--- config.mk ---
export PLATFORM = sky130hd
export DESIGN_NAME = cegate_battchk
export DESIGN_NICKNAME = d
export VERILOG_FILES = /design/src/rtl/cegate_pkg.sv /design/src/rtl/cegate_grace.sv /design/src/rtl/cegate_batt.sv /design/src/rtl/cegate_battchk.sv
export SDC_FILE = /design/constraint.sdc
export NUM_CORES = 1
export LEC_CHECK = 0
export BUFFER_PORTS_ARGS = -buffer_cell sky130_fd_sc_hd__buf_2
export CORE_ASPECT_RATIO = 0.9
export CORE_MARGIN = 4
export CORE_UTILIZATION = 25
export DETAILED_ROUTE_END_ITERATION = 7
export PLACE_DENSITY = 0.5
export SETUP_SLACK_MARGIN = 0.05
export SYNTH_ARGS = -nofsm -noshare
export SYNTH_HDL_FRONTEND = slang
export SYNTH_SLANG_ARGS = --single-unit
--- constraint.sdc ---
create_clock -name clk -period 2.9 [get_ports clk]
set_input_delay 0.145 -clock clk [delete_from_list [all_inputs] [get_ports clk]]
set_output_delay 0.145 -clock clk [all_outputs]
set_load 0.02 [all_outputs]
--- src/rtl/cegate_pkg.sv ---
package cegate_pkg;
  typedef logic [1:0] pulse_cnt_t;

  localparam pulse_cnt_t PULSE_SAT    = 2'd3;
  localparam pulse_cnt_t PULSE_BEFORE = 2'd1;

  function automatic pulse_cnt_t pulse_next(input pulse_cnt_t c);
    return (c == PULSE_SAT) ? c : pulse_cnt_t'(c + 2'd1);
  endfunction

  function automatic logic is_blocked_pulse(input pulse_cnt_t c, input logic low);
    return low && (c == PULSE_BEFORE);
  endfunction
endpackage

--- src/rtl/cegate_grace.sv ---
module cegate_grace #(
  parameter int GRACE_TICKS = 15
) (
  input  logic clk,
  input  logic rst_n,
  input  logic tick,
  input  logic ce_in_n,
  input  logic rst_act,
  input  logic rst_rise,
  output logic grace_act
);
  localparam int GW = $clog2(GRACE_TICKS + 1);
  localparam logic [GW-1:0] LAST = GW'(GRACE_TICKS - 1);

  logic          grace_on;
  logic [GW-1:0] gcnt;
  logic          grace_start;

  function automatic logic grace_expires(input logic [GW-1:0] c, input logic t);
    return t && (c == LAST);
  endfunction

  assign grace_start = rst_rise && !ce_in_n;
  assign grace_act   = grace_start || grace_on;

  always_ff @(posedge clk or negedge rst_n) begin
    if (!rst_n) begin
      grace_on <= 1'b0;
      gcnt     <= '0;
    end else if (!rst_act || ce_in_n) begin
      grace_on <= 1'b0;
      gcnt     <= '0;
    end else if (grace_start) begin
      grace_on <= 1'b1;
      gcnt     <= '0;
    end else if (grace_on && tick) begin
      if (grace_expires(gcnt, tick)) grace_on <= 1'b0;
      gcnt <= gcnt + 1'b1;
    end
  end
endmodule

--- src/rtl/cegate_batt.sv ---
module cegate_batt
  import cegate_pkg::*;
(
  input  logic       clk,
  input  logic       rst_n,
  input  logic       rst_act,
  input  logic       tmo_act,
  input  logic       batt_low,
  input  logic       ce_in_n,
  input  logic       ce_fall,
  output logic       sup_act,
  output logic       low_lat,
  output pulse_cnt_t pulse_cnt
);
  logic sup_hold;
  logic sup_now;

  assign sup_now = !rst_act && ce_fall && is_blocked_pulse(pulse_cnt, low_lat);
  assign sup_act = sup_now || sup_hold;

  always_ff @(posedge clk or negedge rst_n) begin
    if (!rst_n)       low_lat <= 1'b0;
    else if (tmo_act) low_lat <= batt_low;
  end

  always_ff @(posedge clk or negedge rst_n) begin
    if (!rst_n)       pulse_cnt <= '0;
    else if (rst_act) pulse_cnt <= '0;
    else if (ce_fall) pulse_cnt <= pulse_next(pulse_cnt);
  end

  always_ff @(posedge clk or negedge rst_n) begin
    if (!rst_n)                  sup_hold <= 1'b0;
    else if (rst_act || ce_in_n) sup_hold <= 1'b0;
    else if (sup_now)            sup_hold <= 1'b1;
  end
endmodule

--- src/rtl/cegate_battchk.sv ---
module cegate_battchk
  import cegate_pkg::*;
#(
  parameter int GRACE_TICKS = 15
) (
  input  logic clk,
  input  logic rst_n,
  input  logic tick,
  input  logic ce_in_n,
  input  logic rst_act,
  input  logic tmo_act,
  input  logic batt_low,
  output logic ce_out_n
);
  logic       rst_q;
  logic       ce_q;
  logic       rst_rise;
  logic       ce_fall;
  logic       grace_act;
  logic       sup_act;
  logic       low_lat;
  pulse_cnt_t pulse_cnt;
  logic       pass_en;

  always_ff @(posedge clk or negedge rst_n) begin
    if (!rst_n) begin
      rst_q <= 1'b1;
      ce_q  <= 1'b1;
    end else begin
      rst_q <= rst_act;
      ce_q  <= ce_in_n;
    end
  end

  assign rst_rise = rst_act && !rst_q;
  assign ce_fall  = !ce_in_n && ce_q;

  cegate_grace #(.GRACE_TICKS(GRACE_TICKS)) u_grace (
    .clk       (clk),
    .rst_n     (rst_n),
    .tick      (tick),
    .ce_in_n   (ce_in_n),
    .rst_act   (rst_act),
    .rst_rise  (rst_rise),
    .grace_act (grace_act)
  );

  cegate_batt u_batt (
    .clk       (clk),
    .rst_n     (rst_n),
    .rst_act   (rst_act),
    .tmo_act   (tmo_act),
    .batt_low  (batt_low),
    .ce_in_n   (ce_in_n),
    .ce_fall   (ce_fall),
    .sup_act   (sup_act),
    .low_lat   (low_lat),
    .pulse_cnt (pulse_cnt)
  );

  assign pass_en  = rst_n && ((!rst_act && !sup_act) || grace_act);
  assign ce_out_n = !(pass_en && !ce_in_n);
endmodule

Word level (Yosys, flattened, before mapping). Cells that the tools add are included.

Reductions and logical operators: 27. Mux-type cells: 12. Add/subtract/negate cells: 2. Eq/ne operators: 4.

Operators with widths (number): $mux W4 (3); $logic_and A1 B1 Y1 (11); $mux W1 (6); $mux W2 (3); $reduce_bool A3 Y1 (2); $logic_not A1 Y1 (5); $logic_or A1 B1 Y1 (5); $add A4 B1 Y4 const B (1); $eq A4 B4 Y1 const B (1); $reduce_and A2 Y1 (2); $reduce_bool A2 Y1 (2); $add A2 B1 Y2 const B (1); $eq A2 B1 Y1 const B (1); $eq A2 B2 Y1 const B (1); $ne A2 B2 Y1 const B (1).

Bits of input ports: 7. Register bits after elaboration: 11. Word-level logic and storage cells: 52. Output and inout bits: 1.

Logic depth before layout (Yosys ltp).
Word-level depth: 11. Mapped depth: 5. Gate-level depth less buffers: 5.

Modules after synthesis. A second synthesis with hierarchy kept.

Cells, all modules: 51. Area, all modules: 558.0 um^2.

By module, submodules not included: cegate_grace (area an instance 265.3 um^2, seq. area each 125.1 um^2, cells an instance 27, instances 1); cegate_batt (area an instance 206.4 um^2, seq. area each 100.1 um^2, cells an instance 17, instances 1); cegate_battchk (area an instance 86.3 um^2, seq. area each 52.6 um^2, cells an instance 7, instances 1).

Least setup slack after synthesis. Ideal clock, no wire load.

Path kind: register to output. From: reg u_batt.pulse_cnt[0]. To: out ce_out_n. Buffers on the path: 0. Arrival: 1.198 ns. Data required time: 2.755 ns. Slack: 1.557 ns. Cell stages (with the launch flop): 5. Cells stage by stage: dfrtp_1 > ha_1 > nand4b_1 > a221oi_1 > or3b_1.

Word-level cells in the longest chain between the ends: 10.

Ends and longest elaborated chain: start: declaration (RTL line cegate_batt.sv:13) `output pulse_cnt_t pulse_cnt`; start signal: assignment (RTL line cegate_batt.sv:29) `else if (ce_fall) pulse_cnt <= pulse_next(pulse_cnt);`; $eq A2 B1 Y1 (RTL line cegate_pkg.sv:12) `return low && (c == PULSE_BEFORE);`; $logic_and A1 B1 Y1 (RTL line cegate_pkg.sv:12); $logic_and A1 B1 Y1 (RTL line cegate_batt.sv:18) `assign sup_now = !rst_act && ce_fall && is_blocked_pulse(pulse_cnt, low_lat);`; $logic_or A1 B1 Y1 (RTL line cegate_batt.sv:19) `assign sup_act = sup_now || sup_hold;`; $logic_not A1 Y1 (RTL line cegate_battchk.sv:61) `assign pass_en = rst_n && ((!rst_act && !sup_act) || grace_act);`; $logic_and A1 B1 Y1 (RTL line cegate_battchk.sv:61); $logic_or A1 B1 Y1 (RTL line cegate_battchk.sv:61); $logic_and A1 B1 Y1 (RTL line cegate_battchk.sv:61); $logic_and A1 B1 Y1 (RTL line cegate_battchk.sv:62) `assign ce_out_n = !(pass_en && !ce_in_n);`; $logic_not A1 Y1 (RTL line cegate_battchk.sv:62); end: declaration (RTL line cegate_battchk.sv:13) `output logic ce_out_n`.

No other way between the ends.

Worst setup path after layout. Ends and elaborated chain as after synthesis.

==> impl_metrics.prom <==
# TYPE chip_impl_metric gauge
chip_impl_metric{name="worst_skew_pair_latency",unit="ns"} 0.26
chip_impl_metric{name="leakage",unit="uW"} 0.000272
chip_impl_metric{name="period_share",unit="%"} 59.3
chip_impl_metric{name="async_flop_share",unit="%"} 100
chip_impl_metric{name="final_period_minus_worst_setup_slack",unit="ns"} 1.72
chip_impl_metric{name="tightestPinTransition",unit="ns"} 0.265
chip_impl_info{name="tritoncts",value="built"} 1
chip_impl_info{name="r2r_start",value="u_batt.pulse_cnt[0]$_DFFE_PN0P_"} 1
chip_impl_info{name="setup_repair_after_global_routing_missed_its_margin",value="no"} 1
chip_impl_metric{name="die_height",unit="microns"} 52.0
chip_impl_metric{name="drv.max_cap_violation_count",unit=""} 0
chip_impl_info{name="result_of_the_run",value="complete, no violations"} 1
chip_impl_metric{name="totalPowerFinal",unit="uW"} 297
chip_impl_metric{name="post_route_cells_drive_above_1_share",unit="%"} 30.0
chip_impl_metric{name="route.vias.total",unit=""} 388
chip_impl_metric{name="average_cell_area_after_synthesis",unit="sq um"} 11.2
chip_impl_metric{name="cp_max_fo",unit=""} 3
chip_impl_metric{name="nets",unit=""} 72
chip_impl_metric{name="post_synth_inst_count",unit=""} 48
chip_impl_metric{name="grt_use_total",unit="%"} 8.21
chip_impl_metric{name="worstPathArrival",unit="ns"} 1.58
chip_impl_info{name="startpoint_type",value="flop"} 1
chip_impl_metric{name="final.setup.tns",unit="ns"} 0
chip_impl_metric{name="nFillCells",unit=""} 210
chip_impl_metric{name="dr.pass1.iters",unit=""} 2
chip_impl_metric{name="placement_rows",unit=""} 15
chip_impl_metric{name="antenna_found_initial",unit=""} 0
chip_impl_metric{name="area_growth_syn_to_layout",unit="%"} 19.1
chip_impl_metric{name="worst-r2r-setup-slack",unit="ns"} 1.57
chip_impl_metric{name="drt-total-wl",unit="microns"} 969
chip_impl_metric{name="maximum_vdd_drop",unit="mV"} 0.244
chip_impl_metric{name="quantity_of_gates_resized_following_cts",unit=""} 0
chip_impl_metric{name="detail-route-antenna-nets",unit=""} 0
chip_impl_metric{name="diodes",unit=""} 0
chip_impl_info{name="cts_root_buffer",value="sky130_fd_sc_hd__clkbuf_4"} 1
chip_impl_metric{name="chipWidth",unit="microns"} 56.8
chip_impl_metric{name="global_route_wire_length_before_repair",unit="mm"} 1.73
chip_impl_metric{name="num_io_pins",unit=""} 8
chip_impl_metric{name="finalMaxSlewViolations",unit=""} 0
chip_impl_info{name="worst_flop_to_flop_path_endpoint",value="u_batt.pulse_cnt[1]$_DFFE_PN0P_"} 1
chip_impl_metric{name="cts.htree.levels",unit=""} 1
chip_impl_info{name="worst-setup-path-type",value="reg -> out"} 1
chip_impl_metric{name="instance_area_at_placement",unit="sq um"} 603
chip_impl_metric{name="cts_made_buffers",unit=""} 3
chip_impl_metric{name="holdWs",unit="ns"} 0.0222
chip_impl_metric{name="worst_slew_margin_rel",unit="%"} 82.3
chip_impl_metric{name="clock_path_buffers",unit=""} 2
chip_impl_metric{name="design_area",unit="sq um"} 639
chip_impl_metric{name="synthesis.yosys.warnings",unit=""} 0
chip_impl_metric{name="routed_wire_length_per_instance",unit="microns"} 11.4
chip_impl_metric{name="synth_seq_cells",unit=""} 11
chip_impl_info{name="yosys_most_used_dff",value="sky130_fd_sc_hd__dfrtp_1"} 1
chip_impl_info{name="netlist.top_cell.by_area",value="sky130_fd_sc_hd__dfrtp_1"} 1
chip_impl_info{name="hold_path_class",value="in -> reg"} 1
chip_impl_metric{name="worst-endpoint-required",unit="ns"} 2.76
chip_impl_metric{name="dp_slack",unit="ns"} 1.46
chip_impl_metric{name="post-synth-top-area-fraction",unit="%"} 42.0
chip_impl_info{name="worstSetupEndpoint",value="ce_out_n"} 1
chip_impl_metric{name="r2r_cells",unit=""} 4
chip_impl_metric{name="post_cts_setup_buffer_count",unit=""} 0
chip_impl_metric{name="synth_edf_count",unit=""} 0
chip_impl_metric{name="drt_first_iter_violations",unit=""} 11
chip_impl_metric{name="initial_core_util",unit="%"} 27.2
chip_impl_metric{name="power-per-cell-area",unit="nW/um^2"} 465
chip_impl_metric{name="hpwlAfterDp",unit="microns"} 764
chip_impl_metric{name="setup_ws",unit="ns"} 1.18
chip_impl_metric{name="synth_seq_area_share",unit="%"} 51.7
chip_impl_metric{name="post_synth_instance_area",unit="sq um"} 537
chip_impl_metric{name="port_buffers",unit=""} 7
chip_impl_metric{name="largest_net_degree_at_the_start_of_global_routing",unit=""} 13
chip_impl_metric{name="globalRoute.totalOverflow",unit=""} 0
chip_impl_metric{name="detail_route.drc_violations",unit=""} 0
chip_impl_info{name="timing.critical_path.from",value="u_batt.pulse_cnt[0]$_DFFE_PN0P_"} 1
chip_impl_metric{name="hold_viol_final",unit=""} 0
chip_impl_metric{name="clk_transition_reported_paths",unit="ns"} 0.07
chip_impl_info{name="yosys-top-cells-area",value="sky130_fd_sc_hd__dfrtp_1 (42%), sky130_fd_sc_hd__dfstp_2 (9.8%), sky130_fd_sc_hd__ha_1 (9.3%), sky130_fd_sc_hd__nor2_1 (3.5%), sky130_fd_sc_hd__xnor2_1 (3.3%)"} 1
chip_impl_metric{name="finalClockSkew",unit="ns"} 0.00381
chip_impl_metric{name="synth_fp_nets",unit=""} 59
chip_impl_metric{name="highest_clock_frequency_the_design_can_meet",unit="MHz"} 581
chip_impl_metric{name="number_of_global_route_vias_before_repair",unit=""} 396
chip_impl_metric{name="drt-vias-per-instance",unit=""} 4.56
chip_impl_metric{name="timing.final.setup_violations",unit=""} 0
chip_impl_metric{name="core-area",unit="sq um"} 1970
chip_impl_metric{name="cts_sinks",unit=""} 11
chip_impl_info{name="endpoint_kind",value="primary output"} 1
chip_impl_metric{name="ys_types",unit=""} 25
chip_impl_metric{name="die_area",unit="sq um"} 2950
chip_impl_metric{name="gp_congestion",unit=""} 0.691
through the flow:
stage          utilization (%)  instances
3_5_place_dp              30.6         80
6_report                  32.4         85
4_1_cts                   32.4         85
2_1_floorplan                -         48
3_3_place_gp              30.6         80
5_1_grt                   32.4         85
layout make-up:
| cell class | count | area (sq um) | area share, % |
|---|---|---|---|
| Inverter | 3 | 11.3 | 1.76 |
| Sequential cell | 11 | 278 | 43.4 |
| Multi-Input combinational cell | 34 | 248 | 38.7 |
| Tap cell | 25 | 31.3 | 4.89 |
| Timing Repair Buffer | 8 | 45.0 | 7.05 |
| Clock buffer | 4 | 26.3 | 4.11 |
state kept, by name, summed over array words and instances, names as in the netlist:
signal	cells
u_batt.low_lat	1
rst_q	1
ce_q	1
u_grace.gcnt	4
u_batt.pulse_cnt	2
u_batt.sup_hold	1
u_grace.grace_on	1
per-layer routing:
| layer | global-route usage [%] | up-vias | wire, microns |
|---|---|---|---|
| met5 | 0 | - | 0 |
| met4 | 3.47 | 0 | 18 |
| met3 | 4.71 | 2 | 48 |
| met2 | 12.5 | 6 | 432 |
| met1 | 9.45 | 188 | 469 |
| li1 | - | 192 | - |
cell usage after synthesis, types with 2 or more instances:
master and instances:
sky130_fd_sc_hd__ha_1 4, sky130_fd_sc_hd__nand2_1 4, sky130_fd_sc_hd__dfstp_2 2, sky130_fd_sc_hd__inv_1 3
sky130_fd_sc_hd__nor2_1 5, sky130_fd_sc_hd__xnor2_1 2, sky130_fd_sc_hd__nand3_1 2, sky130_fd_sc_hd__dfrtp_1 9
where the power goes:
group	internal [uW]	total (uW)	switching, uW
Combinational	13.4	28.9	15.4
Sequential	160	166	5.49
Clock	53.2	103	49.5
cells by family after synthesis:
family / count (synthesis) / share of synthesized area, %
AND/OR/NAND/NOR: 19 / 20.0
flip-flops: 11 / 51.7
AO/OA/AOI/OAI: 7 / 9.79
adder cells (fa/ha/maj): 4 / 9.32
XOR/XNOR: 3 / 4.90
buffers and inverters: 3 / 2.10
multiplexers: 1 / 2.10
critical path, stage by stage, from the launching register on:
cell and delay (ns):
sky130_fd_sc_hd__dfrtp_1 0.41, sky130_fd_sc_hd__ha_1 0.23, sky130_fd_sc_hd__nand4b_1 0.10, sky130_fd_sc_hd__a221oi_1 0.07, sky130_fd_sc_hd__or3b_1 0.34, sky130_fd_sc_hd__buf_2 0.16
placed cells by master, fill, tap and decap left out, types with 2 or more instances in the layout:
cell type                  Yosys  routed
sky130_fd_sc_hd__buf_2         0       7
sky130_fd_sc_hd__clkbuf_4      0       3
sky130_fd_sc_hd__dfrtp_1       9       9
sky130_fd_sc_hd__dfstp_2       2       2
sky130_fd_sc_hd__ha_1          4       4
sky130_fd_sc_hd__inv_1         3       3
sky130_fd_sc_hd__nand2_1       4       4
sky130_fd_sc_hd__nand3_1       2       2
sky130_fd_sc_hd__nor2_1        5       5
sky130_fd_sc_hd__xnor2_1       2       2
what timing repair did:
item | 4_1_cts | 5_1_grt
hold endpoints to repair | 9 | 0
hold buffers | 1 | 0
endpoints found under the setup margin | 0 | 0
worst min-delay path by stage:
stage	start	to	slack, ns	cells after the start
6_report	ce_in_n	ce_q$_DFF_PN1_	0.02	1
5_1_grt	ce_in_n	ce_q$_DFF_PN1_	0.009	1
4_1_cts	ce_in_n	ce_q$_DFF_PN1_	0.01	1
3_5_place_dp	rst_n	u_grace.gcnt[3]$_DFFE_PN0P_	0.04	1
3_3_place_gp	rst_n	u_grace.gcnt[3]$_DFFE_PN0P_	0.04	1
2_1_floorplan	rst_n	u_batt.low_lat$_DFFE_PN0P_	-0.15	0
No activity file was read; power rests on OpenSTA's default activity.
